File: src/rtl/dual_bank_mem.sv
module dual_bank_mem #(
  parameter int AW      = 6,
  parameter int DW      = 16,
  parameter int ACC_CYC = 4,
  parameter int RST_CYC = 4
) (
  input  logic          clk,
  input  logic          rst_n,
  input  logic [1:0]    mode,
  input  logic          req,
  input  logic          we,
  input  logic [AW-1:0] addr,
  input  logic [DW-1:0] wdata,
  output logic [DW-1:0] rdata,
  output logic          done
);
  localparam int TOT  = ACC_CYC + RST_CYC;
  localparam int CW   = $clog2(TOT + 1);
  localparam int HALF = 1 << (AW - 1);
  localparam logic [1:0] M_LOCK = 2'd0;
  localparam logic [1:0] M_ILV  = 2'd2;
  localparam logic [CW-1:0] C_TOT  = CW'(TOT);
  localparam logic [CW-1:0] C_RST  = CW'(RST_CYC);
  localparam logic [CW-1:0] C_LAST = CW'(RST_CYC + 1);

  logic [CW-1:0] cnt0, cnt1;
  logic [DW-1:0] mem [2][HALF];
  logic          cur_bank;
  logic [AW-2:0] cur_idx;

  wire          sel   = (mode == M_ILV) ? addr[0] : addr[AW-1];
  wire [AW-2:0] idx   = (mode == M_ILV) ? addr[AW-1:1] : addr[AW-2:0];
  wire          free0 = cnt0 <= CW'(1);
  wire          free1 = cnt1 <= CW'(1);
  wire          acc0  = cnt0 > C_RST;
  wire          acc1  = cnt1 > C_RST;
  wire          bank_ok = (mode == M_LOCK) ? (free0 && free1) : (sel ? free1 : free0);
  wire          start = req && !(acc0 || acc1) && bank_ok;
  wire [CW-1:0] cur_cnt = cur_bank ? cnt1 : cnt0;
  wire          finish = cur_cnt == C_LAST;

  always_ff @(posedge clk) begin
    if (!rst_n) begin
      cnt0     <= '0;
      cnt1     <= '0;
      done     <= 1'b0;
      rdata    <= '0;
      cur_bank <= 1'b0;
      cur_idx  <= '0;
    end else begin
      if (start && !sel)   cnt0 <= C_TOT;
      else if (cnt0 != 0)  cnt0 <= cnt0 - CW'(1);
      if (start && sel)    cnt1 <= C_TOT;
      else if (cnt1 != 0)  cnt1 <= cnt1 - CW'(1);
      if (start) begin
        cur_bank <= sel;
        cur_idx  <= idx;
      end
      done <= finish;
      if (finish) rdata <= mem[cur_bank][cur_idx];
    end
  end

  always_ff @(posedge clk) begin
    if (rst_n && start && we) mem[sel][idx] <= wdata;
  end

  p_done_pulse_r4: assert property (@(posedge clk) disable iff (!rst_n)
    done |=> !done);

  p_restore_hold_r6: assert property (@(posedge clk) disable iff (!rst_n)
    (cnt0 > CW'(1)) |=> (cnt0 == $past(cnt0) - CW'(1)));

  p_restore_hold1_r6: assert property (@(posedge clk) disable iff (!rst_n)
    (cnt1 > CW'(1)) |=> (cnt1 == $past(cnt1) - CW'(1)));

  p_single_access_r7: assert property (@(posedge clk) disable iff (!rst_n)
    !(acc0 && acc1));

  p_interlock_r8: assert property (@(posedge clk) disable iff (!rst_n)
    (mode == M_LOCK) |-> (cnt0 == 0 || cnt1 == 0));

  p_mode_steady_r10: assert property (@(posedge clk) disable iff (!rst_n)
    (cnt0 != 0 || cnt1 != 0) |=> $stable(mode));
endmodule

File: config.mk
export PLATFORM = sky130hd
export DESIGN_NAME = dual_bank_mem
export DESIGN_NICKNAME = d
export VERILOG_FILES = /design/src/rtl/dual_bank_mem.sv
export SDC_FILE = /design/constraint.sdc
export NUM_CORES = 1
export LEC_CHECK = 0
export ABC_AREA = 1
export BUFFER_PORTS_ARGS = -buffer_cell sky130_fd_sc_hd__buf_2
export CAP_MARGIN = 0
export CORE_UTILIZATION = 50
export DETAILED_ROUTE_END_ITERATION = 6
export HOLD_SLACK_MARGIN = 0.03
export PLACE_DENSITY_LB_ADDON = 0.05
export SYNTH_ARGS = -nofsm -noshare
export SYNTH_HDL_FRONTEND = slang
export SYNTH_SLANG_ARGS = --single-unit
export TNS_END_PERCENT = 100
File: constraint.sdc
create_clock -name clk -period 5.9 [get_ports clk]
set_input_delay 0.59 -clock clk [delete_from_list [all_inputs] [get_ports clk]]
set_output_delay 0.59 -clock clk [all_outputs]
set_load 0.005 [all_outputs]
==> flow_metrics.py, run 1 <==
metrics = {
    "routing": {
        "via_per_inst": 5.67,
        "via_count_of_the_routed_design": 28000,
        "final_antenna_net_count": 0,
        "drt-pass1-iter-count": 6,
        "drt-initial-drc-count": 2761,
        "wl_per_cell_um": 23.3,
        "finalWirelength_um": 115000,
        "drc": 0,
    },
    "cells_and_area": {
        "fill_cells": 7222,
        "finalNonFillerCells": 4935,
        "area_growth_syn_to_layout_pct": 11.1,
        "final_core_utilization_pct": 56.1,
        "register_area_um2": 31400,
        "multi_input_area_um2": 10100,
        "finalNetCount": 3738,
        "share_of_cells_above_drive_strength_1_pct": 8.34,
    },
    "sta": {
        "setup_tns_ps": 0,
        "period_needed_ps": 3350,
        "tightest_slew_ps": 1160,
        "min_period_over_period_pct": 56.8,
        "fin_worst_skew_ps": 13.5,
        "setup_viol": 0,
        "fmaxAchievable_mhz": 299,
        "final-hold-violation-count": 0,
        "worst_slack_ps": 2550,
        "maxSlewViolCount": 0,
        "maxSlewHeadroom_pct": 22.9,
        "grt_setup_unrepaired": "false",
    },
    "worst_hold_path": {
        "hold-path-endpoint": "cur_idx[0]",
        "hold_depth": 5,
        "timing.hold.worst.class": "in2reg",
        "min-delay-start": "addr[1]",
    },
    "cts": {
        "cts_num_sinks": 1056,
        "count_of_hold_buffers_inserted_by_post_cts_repair": 0,
        "cts_tree": "yes",
        "cts_setup_buffers": 0,
        "clkTransAtPathRegs_ps": 70,
        "cts_buffer_depth": 3,
        "clockRootBuffer": "clkbuf_16",
        "tritoncts.num_buffers": 107,
        "ctsResizeCount": 0,
        "clock_insertion_delay_worst_skew_ps": 660,
        "cts.htree.levels": 3,
    },
    "floorplanning": {
        "dieWidth_um": 295,
        "placeable_area_um2": 85100,
        "design.die.area_um2": 87100,
        "start_util_pct": 50.5,
        "pin_count": 45,
        "die_height_um": 295,
        "placement_rows": 107,
    },
    "synth": {
        "synth_warnings": 0,
        "synth.ff_latch_count": 1056,
        "synth_largest_area_cell": "edfxtp_1",
        "synth-seq-area-share_pct": 73.1,
        "synth_edf_count": 1024,
        "post_synth_inst_count": 3685,
        "postSynthNetCount": 3718,
        "synth_ff_type": "edfxtp_1",
        "synth.cell_area_um2": 43000,
        "yosysUniqueCellTypes": 24,
        "synth.area.top_cells": "edfxtp_1 (72%), nand3_1 (11%), nand2_1 (11%)",
        "synth_top_area_share_pct": 71.6,
        "post_synth.cell_area_avg_um2": 11.7,
        "synth_async_sr_flop_share_pct": 0,
    },
    "setup_path": {
        "crit-reg2reg-capture": "rdata[5]",
        "required_ps": 6470,
        "arrival_ps": 3920,
        "reg2reg_setup_slack_ps": 2550,
        "critPathKind": "reg2reg",
        "crit-reg2reg-launch": "cur_idx[0]",
        "reg2regPathDepth": 11,
        "critical_path_peak_fanout": 132,
        "critPathCaptureType": "flip-flop",
        "cp-start-kind": "flip-flop",
    },
    "placement": {
        "place_worst_setup_slack_ps": 2420,
        "place.detailed.instances": 4740,
        "routability_congestion": 0.863,
        "dp_hpwl_um": 60500,
        "port_buffers": 44,
    },
    "power_and_ir_drop": {
        "static-leakage-power_uw": 0.0172,
        "power.ir.vdd_worst_uv": 255,
        "power_density_nw_per_um2": 405,
    },
    "global_route": {
        "overflow": 0,
        "grt_first_pass_wirelength_um": 170000,
        "antenna_found_initial": 1,
        "via_count_of_the_first_global_routing_pass": 26900,
        "grt_start_max_net_pins": 208,
        "grt_usage_pct": 26.6,
    },
    "flow_run": {
        "max-cap-violations": 0,
    },
    "outcome": {
        "outcome": "finished clean",
    },
}
==> through the flow <==
stage | hold WS [ps] | power, µW | instance area, µm²
CTS | 399 | 19500 | 47700
global route | 455 | 20100 | 47700
finish | 470 | 19300 | 47800
floorplan | 469 | 11300 | 43000
detailed placement | 503 | 12800 | 44300
global placement | 488 | 12800 | 44300
==> synthesized netlist by cell type (3+ instances only) <==
library cell,instances
o21ai_0,26
buf_1,13
buf_2,117
inv_1,59
nor2_1,81
buf_4,43
edfxtp_1,1024
dfxtp_1,32
nand4_1,15
a21oi_1,14
o21ai_2,3
nor2_4,3
nand2_1,1216
nor3_1,4
clkbuf_1,63
nand3_1,953
ha_1,5
inv_2,6
==> layout make-up <==
class / instances / share of cell area [%]
antenna: 1 / 0.00524
clock buffer: 131 / 6.04
clock inverter: 63 / 1.12
inverter: 66 / 0.558
multi-input combinational: 2327 / 21.3
sequential: 1056 / 65.8
tap: 1144 / 3.00
timing repair buffer: 147 / 2.26
==> logic make-up after synthesis <==
family          share of synthesized area, %
buf+inv                                 3.35
simple gates                            22.8
xor+xnor                              0.0204
compound gates                         0.580
flops                                   73.1
fa+ha+maj                              0.146
==> placed cells by master, fill, tap and decap left out, types with 17 or more instances in the layout <==
cell	instances
nand3_1	953
nor2_1	81
dfxtp_1	28
inv_1	57
clkbuf_16	111
clkinv_1	33
buf_2	44
nand2_1	1216
buf_4	96
clkinv_2	19
edfxtp_1	1024
o21ai_0	26
clkbuf_1	17
==> worst max path at each step <==
| stage | start | endpoint | slack, ps | cells after the start |
|---|---|---|---|---|
| 2_1_floorplan | mode[0] | mem[0][32] | 2890 | 8 |
| 3_3_place_gp | cur_idx[0] | rdata[5] | 2430 | 11 |
| 3_5_place_dp | cur_idx[0] | rdata[5] | 2420 | 11 |
| 4_1_cts | cur_idx[0] | rdata[5] | 2420 | 11 |
| 5_1_grt | cur_idx[0] | rdata[7] | 2290 | 11 |
| 6_report | cur_idx[0] | rdata[5] | 2550 | 11 |
==> worst max-delay path: stages, from the launching register on <==
cell and delay (ps):
dfxtp_4 520, inv_8 640, buf_4 790, nand3_1 170
nand3_1 110, nand3_1 160, nand2_1 210, nand2_1 130
nand3_1 220, nand3_1 140, nand2_1 80, inv_1 40
==> sequential cells by signal, indices dropped and copies added (netlist names), named ones only <==
signal / count
cur_bank: 1
cnt1: 4
mem: 1024
cnt0: 4
done: 1
rdata: 16
cur_idx: 5
==> power by group <==
group          total, µW  switching, µW  internal, µW  leakage [µW]
Combinational       4280           3170          1110       0.00606
Clock               6650           2780          3870       0.00168
Sequential          8400            109          8290       0.00946
==> routing by layer <==
metal	track usage, %	vias up	routed length, µm
met4	9.33	0	3590
li1	-	13000	-
met5	0	-	0
met3	4.31	195	8420
met2	41.6	1006	53100
met1	37.8	13800	50000
Power figures use the tool's default switching activity.
==> inputs of run 2 (changes only) <==
- clock period: 5.9 -> 2.8 ns (I/O delays scaled with it)
==> run 2 against run 1 <==
Compared with the run above:
- clock power increased by 120%
- core utilization increased by 1.7 points
- cell count increased by 1.8%
- die area unchanged
- sequential power increased by 110%
- critical endpoint is now mem[1][447]
- largest power group unchanged
==> flow_metrics.py, run 2 (synthesis gave the netlist of run 1 again) <==
metrics = {
    "sta": {
        "fin_worst_skew_ps": 22.7,
        "setup_viol": 0,
        "grt_setup_unrepaired": "false",
        "min_period_over_period_pct": 92.4,
        "tightest_slew_ps": 858,
        "period_needed_ps": 2590,
        "final-hold-violation-count": 0,
        "setup_tns_ps": 0,
        "maxSlewHeadroom_pct": 42.8,
        "fmaxAchievable_mhz": 387,
        "maxSlewViolCount": 0,
    },
    "power_and_ir_drop": {
        "power.ir.vdd_worst_uv": 634,
        "static-leakage-power_uw": 0.0179,
        "power_density_nw_per_um2": 856,
        "design_power_total_uw": 42200,
    },
    "setup_path": {
        "critical_path_depth": 14,
        "worst_setup_path_startpoint": "cnt1[0]",
        "critPathKind": "reg2reg",
        "crit_path_top_delay_cell": "dfxtp_1",
        "cp-start-kind": "flip-flop",
        "arrival_ps": 2970,
        "crit_family": "simple AND/OR/NAND/NOR gates",
        "required_ps": 3180,
        "endpoint_of_the_worst_setup_timing_path": "mem[1][447]",
        "critical_path_peak_fanout": 16,
        "critPathCaptureType": "flip-flop",
        "cp_cell_sequence": "inv_1 -> ha_2 -> inv_2 -> nand2_1 -> inv_1 -> a211oi_2 -> nand3_2 -> inv_2 -> nand3_2 -> nor2_4 -> buf_12 -> nand2_1 -> nor2_1 -> buf_12",
        "reg2regPathDepth": 14,
        "crit-reg2reg-capture": "mem[1][447]",
        "crit-reg2reg-launch": "cnt1[0]",
        "critPathBufInv": 6,
        "worst_path_largest_cell_delay_ps": 340,
        "reg2reg_setup_slack_ps": 210,
    },
    "cts": {
        "clock_insertion_delay_worst_skew_ps": 680,
        "cts_num_sinks": 1056,
        "clkTransAtPathRegs_ps": 60,
        "clockRootBuffer": "clkbuf_16",
        "cts.htree.levels": 3,
        "cts_tree": "yes",
        "tritoncts.num_buffers": 110,
        "cts_buffer_depth": 3,
    },
    "cells_and_area": {
        "share_of_cells_above_drive_strength_1_pct": 10.6,
        "finalNetCount": 3816,
        "multi_input_area_um2": 10200,
        "n_antenna_cell": 0,
        "mostFrequentLayoutCell": "nand2_1",
        "flip_flop_count_of_the_largest_register_after_layout": 1024,
        "fill_cells": 7145,
        "reg_top3": "mem (1024), rdata (16), cur_idx (5)",
        "register_area_um2": 31400,
        "largest_register_by_flop_count": "mem",
        "area_growth_syn_to_layout_pct": 14.6,
        "layout_common_cells": "nand2_1 (1216), edfxtp_1 (1024), nand3_1 (953)",
    },
    "floorplanning": {
        "placeable_area_um2": 85100,
        "design.die.area_um2": 87100,
        "start_util_pct": 50.5,
        "placement_rows": 107,
        "die_height_um": 295,
        "pin_count": 45,
        "dieWidth_um": 295,
    },
    "routing": {
        "wl_per_cell_um": 25.0,
        "finalWirelength_um": 125000,
        "drt-pass1-iter-count": 6,
        "drt-initial-drc-count": 3524,
        "final_antenna_net_count": 0,
        "drc": 0,
        "via_per_inst": 5.74,
        "via_count_of_the_routed_design": 28800,
    },
    "placement": {
        "port_buffers": 44,
        "routability_congestion": 0.915,
        "dp_hpwl_um": 75800,
    },
    "global_route": {
        "grt_start_max_net_pins": 106,
        "via_count_of_the_first_global_routing_pass": 27400,
        "grt_usage_pct": 29.0,
        "overflow": 0,
        "grt_first_pass_wirelength_um": 183000,
        "antenna_found_initial": 0,
    },
    "outcome": {
        "outcome": "finished clean",
    },
    "worst_hold_path": {
        "min-delay-start": "wdata[9]",
        "timing.hold.worst.class": "in2reg",
    },
    "flow_run": {
        "max-cap-violations": 0,
    },
}
run 2: cell count changes in the layout (fill, tap and decap cells not counted), sizes merged:
cell      before  now
clkinv        52   43
diode          1    0
clkbuf       131  145
clkinvlp       2    7
inv           65   68
buf          147  222
run 2: per-layer routing:
| layer | track usage, % | wire length [µm] |
|---|---|---|
| met1 | 43.0 | 54400 |
| met2 | 44.8 | 57900 |
| met3 | 4.74 | 10800 |
| met4 | 6.93 | 2330 |
| met5 | 0 | 0 |
run 2: stage by stage:
step           hold slack (ps)  instances  worst slack, ps  utilization (%)  instance area [µm²]
2_1_floorplan              379       3685            -89.9                -                43000
3_3_place_gp               489       4815              243             53.6                45600
3_5_place_dp               520       4815              211             53.6                45600
4_1_cts                   72.5       5022              198             57.8                49200
5_1_grt                   99.4       5022             23.9             57.8                49200
6_report                   114       5022              214             57.8                49200
run 2: how the worst min path moves through the flow:
stage                       end  slack (ps)  cells past startpoint
CTS                 mem[1][425]          70                      1
finish              mem[1][425]         110                      1
detailed placement      cnt1[1]         520                      2
global route        mem[1][425]         100                      1
floorplan             mem[0][0]         380                      0
global placement        cnt0[1]         490                      2
run 2: report_power, final:
part	leakage (µW)	internal (µW)	switching, µW
Combinational	0.00667	2750	7150
Clock	0.00176	8520	6060
Sequential	0.00946	17500	221
Total	0.0179	28700	13400
run 2: worst register-to-register path, stage by stage, from the launching register on:
cell	delay, ps
dfxtp_1	340
inv_1	110
ha_2	230
inv_2	50
nand2_1	50
inv_1	50
a211oi_2	240
nand3_2	170
inv_2	100
nand3_2	110
nor2_4	130
buf_12	180
nand2_1	130
nor2_1	220
buf_12	190
run 2: what timing repair did:
action | CTS | global route
buffers inserted | 0 | 0
gates resized for setup | 0 | 3
setup endpoints to repair | 0 | 49
hold buffers | 0 | 0
run 2: area by class of cell:
type | instances | share of cell area (%)
clock buffers | 145 | 6.15
clock inverters | 62 | 1.18
inverters | 66 | 0.539
multi-input cells | 2327 | 20.6
flip-flops and latches | 1056 | 63.8
well taps | 1144 | 2.91
repair buffers | 222 | 4.82
